--- config.mk ---
export PLATFORM = sky130hd
export DESIGN_NAME = dram_bank_decoder
export DESIGN_NICKNAME = d
export VERILOG_FILES = /design/src/rtl/dbd_pkg.sv /design/src/rtl/dbd_cfg_regs.sv /design/src/rtl/dbd_bank_range.sv /design/src/rtl/dbd_hit_select.sv /design/src/rtl/dram_bank_decoder.sv
export SDC_FILE = /design/constraint.sdc
export NUM_CORES = 1
export LEC_CHECK = 0
export BUFFER_PORTS_ARGS = -buffer_cell sky130_fd_sc_hd__buf_2
export CAP_MARGIN = 20
export CORE_ASPECT_RATIO = 1.5
export CORE_MARGIN = 2
export CORE_UTILIZATION = 57
export CTS_BUF_LIST = sky130_fd_sc_hd__clkbuf_8 sky130_fd_sc_hd__clkbuf_16
export DETAILED_ROUTE_END_ITERATION = 6
export PLACE_DENSITY = 0.78
export RECOVER_POWER = 50
export SYNTH_ARGS = -nofsm -noshare
export SYNTH_HDL_FRONTEND = slang
export SYNTH_SLANG_ARGS = --single-unit
--- constraint.sdc ---
create_clock -name clk -period 7.6 [get_ports clk]
set_input_delay 0.38 -clock clk [delete_from_list [all_inputs] [get_ports clk]]
set_output_delay 0.38 -clock clk [all_outputs]
set_load 0.005 [all_outputs]
--- src/rtl/dbd_pkg.sv ---
package dbd_pkg;
  localparam int NUM_BANKS = 8;
  localparam int LANES     = 4;
  localparam int RNG_REGS  = 8;
  localparam int BANK_W    = $clog2(NUM_BANKS);
  localparam int RIDX_W    = $clog2(RNG_REGS);

  localparam logic [7:0] OFS_ID     = 8'h00;
  localparam logic [7:0] OFS_CLASS  = 8'h08;
  localparam logic [7:0] OFS_ENABLE = 8'hA0;
  localparam logic [7:0] OFS_PROC   = 8'hAC;
  localparam logic [7:0] OFS_MC0    = 8'hF0;
  localparam logic [7:0] OFS_MC1    = 8'hF4;
  localparam logic [7:0] OFS_MC2    = 8'hF8;
  localparam logic [7:0] OFS_MC3    = 8'hFC;

  localparam logic [31:0] WORD_ID    = 32'h0001_1057;
  localparam logic [31:0] WORD_CLASS = 32'h0600_0000;
  localparam logic [31:0] WORD_PROC  = 32'h000C_060C;
  localparam logic [31:0] WORD_MC0   = 32'hFF02_0000;
  localparam logic [31:0] WORD_MC1   = 32'h0000_0003;
  localparam logic [31:0] WORD_MC2   = 32'h0000_0000;
  localparam logic [31:0] WORD_MC3   = 32'h0010_0000;

  localparam logic [32:0] MIN_SPAN = 33'h0010_0000;
endpackage

--- src/rtl/dbd_cfg_regs.sv ---
module dbd_cfg_regs
  import dbd_pkg::*;
(
  input  logic                          clk,
  input  logic                          rst_n,
  input  logic [2:0]                    func,
  input  logic [7:0]                    offset,
  input  logic                          we,
  input  logic [31:0]                   wdata,
  output logic [31:0]                   rdata,
  output logic [RNG_REGS-1:0][31:0]     rng_o,
  output logic [NUM_BANKS-1:0]          en_o
);
  logic [RNG_REGS-1:0][31:0] rng_q;
  logic [NUM_BANKS-1:0]      en_q;
  logic                      fn_ok;
  logic                      is_rng;
  logic [RIDX_W-1:0]         ridx;

  assign fn_ok  = (func == 3'd0);
  assign is_rng = (offset[7:5] == 3'b100) && (offset[1:0] == 2'b00);
  assign ridx   = offset[RIDX_W+1:2];

  always_ff @(posedge clk) begin
    if (!rst_n) begin
      rng_q <= '0;
      en_q  <= '0;
    end else if (we && fn_ok) begin
      if (is_rng)
        rng_q[ridx] <= wdata;
      else if (offset == OFS_ENABLE)
        en_q <= wdata[NUM_BANKS-1:0];
    end
  end

  always_comb begin
    rdata = '0;
    if (fn_ok) begin
      if (is_rng) begin
        rdata = rng_q[ridx];
      end else begin
        case (offset)
          OFS_ID:     rdata = WORD_ID;
          OFS_CLASS:  rdata = WORD_CLASS;
          OFS_ENABLE: rdata = 32'(en_q);
          OFS_PROC:   rdata = WORD_PROC;
          OFS_MC0:    rdata = WORD_MC0;
          OFS_MC1:    rdata = WORD_MC1;
          OFS_MC2:    rdata = WORD_MC2;
          OFS_MC3:    rdata = WORD_MC3;
          default:    rdata = '0;
        endcase
      end
    end
  end

  assign rng_o = rng_q;
  assign en_o  = en_q;

  // a foreign-function write leaves all stored state untouched
  a_r2_foreign_write_ignored: assert property (@(posedge clk) disable iff (!rst_n)
    (we && func != 3'd0) |=> ($stable(rng_q) && $stable(en_q)));

  // state is empty on the first cycle out of reset
  a_r4_reset_clears: assert property (@(posedge clk) disable iff (!rst_n)
    $rose(rst_n) |-> (en_q == '0 && rng_q == '0));
endmodule

--- src/rtl/dbd_bank_range.sv ---
module dbd_bank_range
  import dbd_pkg::*;
#(
  parameter int unsigned RAM_BYTES = 32'h0400_0000
) (
  input  logic [7:0]  st_low,
  input  logic [7:0]  st_ext,
  input  logic [7:0]  nd_low,
  input  logic [7:0]  nd_ext,
  input  logic        enable,
  output logic [31:0] start_o,
  output logic [31:0] last_o,
  output logic        active_o
);
  localparam logic [32:0] RAM_W = 33'(RAM_BYTES);

  logic [31:0] prog_end;
  logic [32:0] cap;

  assign start_o  = {2'b00, st_ext[1:0], st_low, 20'h00000};
  assign prog_end = {2'b00, nd_ext[1:0], nd_low, 20'hFFFFF};
  assign cap      = {1'b0, start_o} + RAM_W - 33'd1;
  assign last_o   = ({1'b0, prog_end} < cap) ? prog_end : cap[31:0];
  assign active_o = enable && (({1'b0, start_o} + MIN_SPAN) <= {1'b0, last_o});
endmodule

--- src/rtl/dbd_hit_select.sv ---
module dbd_hit_select
  import dbd_pkg::*;
#(
  parameter int unsigned RAM_BYTES = 32'h0400_0000
) (
  input  logic                          clk,
  input  logic                          rst_n,
  input  logic [31:0]                   addr,
  input  logic [NUM_BANKS-1:0][31:0]    starts,
  input  logic [NUM_BANKS-1:0][31:0]    lasts,
  input  logic [NUM_BANKS-1:0]          active,
  output logic                          hit,
  output logic [BANK_W-1:0]             idx,
  output logic [31:0]                   offset
);
  logic [NUM_BANKS-1:0] match;
  logic [BANK_W-1:0]    sel;
  logic                 in_space;

  assign in_space = (addr[31:30] == 2'b00);

  for (genvar b = 0; b < NUM_BANKS; b++) begin : g_match
    assign match[b] = active[b] && in_space &&
                      (addr >= starts[b]) && (addr <= lasts[b]);
  end

  always_comb begin
    sel = '0;
    for (int b = NUM_BANKS - 1; b >= 0; b--)
      if (match[b]) sel = BANK_W'(b);
  end

  assign hit    = |match;
  assign idx    = hit ? sel : '0;
  assign offset = hit ? (addr - starts[sel]) : '0;

  // a hit never comes from outside the decoded 30-bit space
  a_r8_hit_low_space: assert property (@(posedge clk) disable iff (!rst_n)
    hit |-> (addr[31:30] == 2'b00));

  // the reported bank is an active one and contains the address
  a_r8_hit_active: assert property (@(posedge clk) disable iff (!rst_n)
    hit |-> (active[idx] && addr <= lasts[idx]));

  // offsets stay inside the installed RAM
  a_r9_offset_bound: assert property (@(posedge clk) disable iff (!rst_n)
    hit |-> (33'(offset) < 33'(RAM_BYTES)));

  // a miss reports a zero index and offset
  a_r9_miss_zero: assert property (@(posedge clk) disable iff (!rst_n)
    !hit |-> (idx == '0 && offset == '0));
endmodule

--- src/rtl/dram_bank_decoder.sv ---
module dram_bank_decoder
  import dbd_pkg::*;
#(
  parameter int unsigned RAM_BYTES = 32'h0400_0000
) (
  input  logic        clk,
  input  logic        rst_n,
  input  logic [2:0]  cfg_func,
  input  logic [7:0]  cfg_offset,
  input  logic        cfg_we,
  input  logic [31:0] cfg_wdata,
  output logic [31:0] cfg_rdata,
  input  logic [31:0] cpu_addr,
  output logic        bank_hit,
  output logic [2:0]  bank_idx,
  output logic [31:0] ram_offset
);
  localparam int GRP = NUM_BANKS / LANES;

  logic [RNG_REGS-1:0][31:0]  rng;
  logic [NUM_BANKS-1:0]       en;
  logic [NUM_BANKS-1:0][31:0] starts;
  logic [NUM_BANKS-1:0][31:0] lasts;
  logic [NUM_BANKS-1:0]       active;

  dbd_cfg_regs u_regs (
    .clk    (clk),
    .rst_n  (rst_n),
    .func   (cfg_func),
    .offset (cfg_offset),
    .we     (cfg_we),
    .wdata  (cfg_wdata),
    .rdata  (cfg_rdata),
    .rng_o  (rng),
    .en_o   (en)
  );

  for (genvar n = 0; n < NUM_BANKS; n++) begin : g_bank
    localparam int R = n / LANES;
    localparam int L = (n % LANES) * 8;
    dbd_bank_range #(.RAM_BYTES(RAM_BYTES)) u_rng (
      .st_low   (rng[R][L +: 8]),
      .st_ext   (rng[R + GRP][L +: 8]),
      .nd_low   (rng[R + 2*GRP][L +: 8]),
      .nd_ext   (rng[R + 3*GRP][L +: 8]),
      .enable   (en[n]),
      .start_o  (starts[n]),
      .last_o   (lasts[n]),
      .active_o (active[n])
    );
  end

  dbd_hit_select #(.RAM_BYTES(RAM_BYTES)) u_sel (
    .clk    (clk),
    .rst_n  (rst_n),
    .addr   (cpu_addr),
    .starts (starts),
    .lasts  (lasts),
    .active (active),
    .hit    (bank_hit),
    .idx    (bank_idx),
    .offset (ram_offset)
  );
endmodule

==> results.md, run 1 <==
| Parameter | Reported |
| --- | --- |
| Most common cell in the netlist | nand2_1 |
| Post-synth top area cell | dfxtp_1 |
| Number of hold buffers added after cts | 0 |
| Total number of H-tree levels | 1 |
| Leading cell types by total area after synthesis | dfxtp_1 (21%), ha_1 (17%), nand2_1 (9.5%) |
| Number of flip-flops and latches in the synthesized netlist | 264 |
| Number of cell instances on the worst register-to-register path | 3 |
| Period utilisation layout | 118.3% |
| R2R setup slack | 6460 ps |
| Final routed wirelength across all metal layers | 110300 um |
| Worst reg2reg path startpoint | u_regs.rng_o[31] |
| Count of unique library cells instantiated by Yosys | 83 |
| Number of buffers created by CTS | 29 |
| Area growth, synth to finish | 27.02% |
| TritonCTS clock tree | yes |
| Antenna-violating nets left | 0 |
| Highest-delay cell along the critical path | or4_4 |
| Cell area reported after detailed placement | 30210 sq um |
| Area fraction in compound gates after synthesis | 22.64% |
| Maximum number of pins on one net before global-route repair | 143 |
| Post-route DRC violation count | 0 |
| Area inside the core boundary | 43990 sq um |
| Number of stages on the worst hold path | 3 |
| Crit path buf inv count | 5 |
| Fraction of registers with async set or reset after synthesis | 0% |
| Count of endpoints failing setup in the final report | 11 |
| Synth Area per Inst | 7.887 sq um |
| FP Rows | 94 |
| Final number of max-transition violations | 239 |
| Clk root buf | clkbuf_16 |
| Violations in the final reports | max-capacitance violations, max-slew violations, negative setup slack |
| Data arrival time of the critical path | 8610 ps |
| Type of the setup path with the least slack | reg2out |
| Die Outline Area | 46310 sq um |
| Largest delay contributor family on the critical path | compound AO/OA/AOI/OAI gates |
| Total gr overflow | 0 |
| Ratio of cells with drive above 1 in the final layout | 27.02% |
| Final design area excluding fillers | 32270 sq um |
| Worst clock skew on the final layout | 0 ps |
| CP most frequent cell | a21o_1 |
| Clk_lat worst skew | 600 ps |
| Post-synthesis sequential area ratio | 20.80% |
| Reg2Reg Capture Point | u_regs.rng_o[31] |
| Initial detailed-routing violation count | 2474 |
| Worst Max-Slew Pin Slew | 2673 ps |
| Pre-CTS WS | -878.1 ps |
| Hold Startpoint | cfg_wdata[11] |
| Critical path peak fanout | 7 |
| Status | finished with violations |
| Cells after Synth | 3221 |
| Routability cong. | 1.078 |
| Min cycle time layout | 8989 ps |
| Global-route wire length before repair | 163500 um |
| Leakage power summed over all cells | 0.01362 uW |
| Mux share of post-synthesis cell area | 7.299% |
| Number of synthesized flops with an enable pin | 0 |
| Simple-Gate Fraction of Synth Area | 21.14% |
| Data required, critical path | 7220 ps |
| Dominant combinational cell family by area after synthesis | compound AO/OA/AOI/OAI gates |
| Clock Path Buffers | 3 |
| Max incr delay on CP | 440 ps |
| Worst supply voltage drop on vdd | 0.1938 mV |
| Endpoint, Worst Hold | u_regs.rng_o[171] |
| Worst rel slew slack | -78.19% |
| Nets | 4188 |
| Antenna violations before repair | 5 |
| Unrepaired setup endpoints after global routing | true |
| Adder and majority cell fraction of the synthesized area | 17.53% |
| First drt pass iteration count | 6 |
| Fmax | 111.2 MHz |
| Die Wd | 176.4 um |
| Final hold violation count | 0 |
| Xor-xnor portion of the synthesized cell area | 4.930% |
| Synth top area share | 20.80% |
| Launching element type of the critical path | register |
| Power density over the cells | 100.3 nW/um^2 |
| Overall track demand over capacity in global routing | 46.47% |
| Fill cell count | 3437 |
| Power after layout | 3237 uW |
| Post-Synthesis Cell Area | 25400 sq um |
| Post-synth top flop | dfxtp_1 |
| Capturing element type of the critical path | output port |
| Post-layout worst setup margin | -1389 ps |
| Routed via count divided by cell count | 6.462 |
| Via count of the first global-routing pass | 28580 |
| Placed wire-length estimate after detailed placement | 81930 um |
| Vias post-DR | 28160 |
| Wire length per cell | 25.32 um |
| Type of the tightest min-delay check | in2reg |
| Initial Utilization | 57.75% |
| Number of warnings printed during yosys synthesis | 0 |
| CTS clk-pin slew, worst paths | 60 ps |
| Top-Level Pins | 146 |
| Commonest cells post-synth | nand2_1 (642), ha_1 (352), a21boi_0 (269) |
| Number of input and output port buffers inserted | 145 |
| Number of sinks handled by clock tree synthesis | 264 |
| Setup total negative slack | -10670 ps |
| Max-Cap Viols | 9 |
| Chip height | 262.6 um |
[logic make-up (layout without fill, tap and decap cells)]
group	count (synthesis)	count (layout)
and+or+nand+nor	1179	1179
AOI/OAI and AO/OA	827	827
adders and majority gates	356	356
buffers and inverters	347	882
DFF	264	264
xor gates and xnor gates	143	143
muxes	104	104
other	1	27
[metal layers]
metal	wire (um)	GRT usage (%)	share of wire (%)	vias to the layer above
li1	-	-	-	12580
met1	36620	48.40	33	13250
met5	67	0	0.061	-
met2	50370	76.78	46	1677
met4	12790	44.23	12	6
met3	10480	9.751	9.5	648
[layout by cell type (no fill, tap or decap), types with 23 or more instances in the layout]
master / n
mux4_2: 64
o21a_1: 29
nand2_1: 638
clkbuf_16: 30
nand4_1: 51
nor2b_1: 37
buf_4: 545
a21boi_0: 266
mux2i_1: 30
a21oi_1: 149
buf_2: 139
o21ai_0: 71
conb_1: 24
a21o_1: 90
ha_1: 343
dfxtp_1: 252
nand3_1: 89
nor3_1: 37
xnor2_1: 112
inv_1: 113
and3_1: 26
nor2_1: 151
buf_6: 23
[report_power, final]
part	total, uW	internal [uW]	switching, uW
clock	1450	778	670
sequential	1380	1380	0.250
combinational	407	160	247
total	3240	2320	917
[worst max-delay path by stage]
stage,startpoint,end,slack [ps],depth (start not counted)
floorplan,u_regs.rng_o[10],ram_offset[30],6,42
global placement,u_regs.rng_o[54],ram_offset[30],-770,42
detailed placement,u_regs.rng_o[54],ram_offset[30],-880,42
CTS,u_regs.rng_o[58],ram_offset[31],-1040,43
global route,u_regs.rng_o[57],ram_offset[31],-1810,43
finish,u_regs.rng_o[57],ram_offset[30],-1390,44
[state kept, by name, summed over array words and instances, names as in the netlist]
| name | cells |
|---|---|
| u_regs.rng_o | 256 |
| u_regs.en_o | 8 |
[area by class of cell]
type                       instances  area, sq um  area share (%)
multi-input combinational       2633        19730           61.13
sequential                       264         5305           16.44
timing repair buffer             718         5155           15.97
clock buffer                      32        778.2           2.412
tap                              576        720.7           2.233
inverter                         111        416.7           1.291
clock inverter                    21        158.9          0.4924
antenna                            3        7.507         0.02326
[tightest hold or removal path, delay by kind of cell]
kind	cells	cell delay (ps)
simple gates	1	70
buf+inv	1	160
compound gates	1	60
[metrics by stage]
stage	hold WS [ps]	util, %	cells
floorplan	440.2	-	3244
global placement	448.5	68.69	4262
detailed placement	455.3	68.69	4262
CTS	122.5	72.83	4346
global route	145.3	73.36	4357
finish	131.7	73.36	4358
[repair_timing]
item | 4_1_cts | 5_1_grt
setup buffers | 35 | 8
pin swaps | 83 | 34
cloned | 1 | 0
gates resized for setup | 145 | 35
setup endpoints to repair | 12 | 12
(Power assumes the default switching activity.)
==> run 2, diff against run 1 <==
--- a/config.mk
+++ b/config.mk
@@ -14,6 +14,7 @@
 export DETAILED_ROUTE_END_ITERATION = 6
 export PLACE_DENSITY = 0.78
 export RECOVER_POWER = 50
+export SETUP_SLACK_MARGIN = 0.4
 export SYNTH_ARGS = -nofsm -noshare
 export SYNTH_HDL_FRONTEND = slang
 export SYNTH_SLANG_ARGS = --single-unit
==> run 2 against run 1 <==
Effect of this change: the run still ends with max-capacitance violations, max-slew violations, negative setup slack left; clock skew stayed put; sequential power hardly changed; cell count is 1.7% higher; hold slack better by 12 ps; register-to-register slack worse by 100 ps; critical path depth is 3 higher; design area is 3.1% higher; fmax is 2.7% lower; die area stayed put.
==> results.md, run 2 (same netlist as run 1, synthesis figures left out) <==
| Parameter | Reported | Change |
| --- | --- | --- |
| Post-route DRC violation count | 0 | unchanged |
| Worst supply voltage drop on vdd | 0.2440 mV | +26% |
| Placed wire-length estimate after detailed placement | 84700 um | +3.4% |
| Most frequent standard cell in the layout excluding fill and tap cells | nand2_1 |  |
| FP Rows | 94 | unchanged |
| Routed via count divided by cell count | 6.638 | +2.7% |
| Flip-flop count of the largest register, all copies and words added | 256 | unchanged |
| Final routed wirelength across all metal layers | 119500 um | +8.3% |
| Number of buffers created by CTS | 29 | unchanged |
| Status | finished with violations |  |
| Area inside the core boundary | 43990 sq um | unchanged |
| Die Wd | 176.4 um | unchanged |
| Initial detailed-routing violation count | 3082 | +25% |
| Clk_lat worst skew | 580 ps | -20 ps |
| TritonCTS clock tree | yes |  |
| Number of input and output port buffers inserted | 145 | unchanged |
| Clk root buf | clkbuf_16 |  |
| Worst hold margin | 143.6 ps | +11.89 ps |
| Nets | 4261 | +1.7% |
| Routability cong. | 1.038 | -3.7% |
| Ratio of cells with drive above 1 in the final layout | 29.56% | +2.5 points |
| Number of sinks handled by clock tree synthesis | 264 | unchanged |
| Critical Path Source | u_regs.rng_o[30] |  |
| Leakage power summed over all cells | 0.01410 uW | +3.6% |
| CP most frequent cell | buf_4 |  |
| Most used cells in the layout excluding fill and tap cells | nand2_1 (635), buf_4 (609), ha_1 (343) |  |
| Power after layout | 3322 uW | +2.6% |
| Final core utilization | 75.67% | +2.3 points |
| Final number of max-transition violations | 170 | -29% |
| Worst rel slew slack | -122.6% | -44 points |
| Data arrival time of the critical path | 8860 ps | +250 ps |
| Violations in the final reports | max-capacitance violations, max-slew violations, negative setup slack |  |
| Period utilisation layout | 121.6% | +3.3 points |
| Chip height | 262.6 um | unchanged |
| Wire length per cell | 26.98 um | +6.6% |
| Antenna-violating nets left | 0 | unchanged |
| Worst reg2reg path startpoint | u_regs.rng_o[30] |  |
| Hold Startpoint | cfg_wdata[12] |  |
| Type of the setup path with the least slack | reg2out |  |
| Post-layout worst setup margin | -1639 ps | -249.9 ps |
| Max-Cap Viols | 7 | -2 |
| Worst clock skew on the final layout | 0 ps | unchanged |
| Via count of the first global-routing pass | 29920 | +4.7% |
| Launching element type of the critical path | register |  |
| Final hold violation count | 0 | unchanged |
| Total number of H-tree levels | 1 | unchanged |
| Clock Path Buffers | 3 | unchanged |
| Min cycle time layout | 9239 ps | +249.9 ps |
| Power density over the cells | 99.81 nW/um^2 | -0.51% |
| Highest-delay cell along the critical path | xnor2_4 |  |
| Vias post-DR | 29410 | +4.4% |
| First drt pass iteration count | 6 | unchanged |
| Maximum number of pins on one net before global-route repair | 182 | +27% |
| Count of endpoints failing setup in the final report | 12 | +1 |
| CTS clk-pin slew, worst paths | 60 ps | about the same |
| Die Outline Area | 46310 sq um | unchanged |
| Fmax | 108.2 MHz | -2.7% |
| Data required, critical path | 7220 ps | about the same |
| Critical path peak fanout | 10 | +3 |
| Initial Utilization | 57.75% | unchanged |
| Number of hold buffers added after cts | 0 | unchanged |
| Total gr overflow | 0 | unchanged |
| Capturing element type of the critical path | output port |  |
| Worst Max-Slew Pin Slew | 3339 ps | +666.6 ps |
| Area growth, synth to finish | 31.02% |  |
| Type of the tightest min-delay check | in2reg |  |
| Top-Level Pins | 146 | unchanged |
| Max incr delay on CP | 460 ps | +20 ps |
| Unrepaired setup endpoints after global routing | true |  |
| Antenna violations before repair | 8 | +3 |
| Overall track demand over capacity in global routing | 49.34% | +2.9 points |
| Global-route wire length before repair | 173400 um | +6.0% |
## run 2: changes by cell type in the layout (fill, tap and decap cells not counted), sizes merged
cell and change:
buf +69, bufinv +2, clkbuf +5, clkinv -4
clkinvlp +2, diode +1, dlymetal6s2s +1, inv -5
o31ai +1
## run 2: metal layers
metal  track usage [%]  vias to the layer above  wire [um]
li1                  -                    12750          -
met1             50.74                    13680      38000
met2             78.49                     2068      53230
met3             13.90                      902      13720
met4             49.50                       10      14440
met5                 0                        -        133
## run 2: cell type report
cell class	count	area, sq um
multi-input cells	2634	20070
diodes	4	10.01
clock buffers	35	808.3
inverters	111	416.7
fillers	3211	10700
clock inverters	16	185.2
well taps	576	720.7
flip-flops and latches	264	5309
repair buffers	790	5764
## run 2: worst max-delay path, delay by kind of cell, from the launching register on
family	cells	cell delay, ps
buf+inv	14	2120
simple gates	9	1320
xor+xnor	1	460
fa+ha+maj	3	930
compound gates	20	3060
flops	1	350
## run 2: worst paths after layout
kind	slack, ps	cells after the start	endpoint
hold reg to reg	470	2	u_regs.rng_o[86]
hold / removal	140	3	u_regs.rng_o[108]
setup reg to reg	6360	4	u_regs.rng_o[30]
setup / recovery	-1640	47	ram_offset[25]
## run 2: report_power, final
part | internal (uW) | switching [uW] | total, uW
sequential | 1380 | 0.258 | 1380
combinational | 167 | 257 | 424
clock | 859 | 657 | 1520
## run 2: repair_timing
action | 4_1_cts | 5_1_grt
pin swaps | 97 | 47
buffers inserted | 54 | 19
gates cloned | 3 | 0
setup endpoints to repair | 12 | 35
resized for setup | 156 | 88
## run 2: per-stage QoR
stage | std cells | setup TNS, ps | setup WS, ps | cell area (sq um)
after floorplan | 3244 | 0 | 34.03 | 25820
after global placement | 4294 | -3606 | -775.9 | 30540
after detailed placement | 4295 | -4505 | -843.6 | 30570
final | 4430 | -14390 | -1639 | 33280
after global routing | 4428 | -20820 | -2200 | 33280
after CTS | 4403 | -6570 | -982.4 | 32710
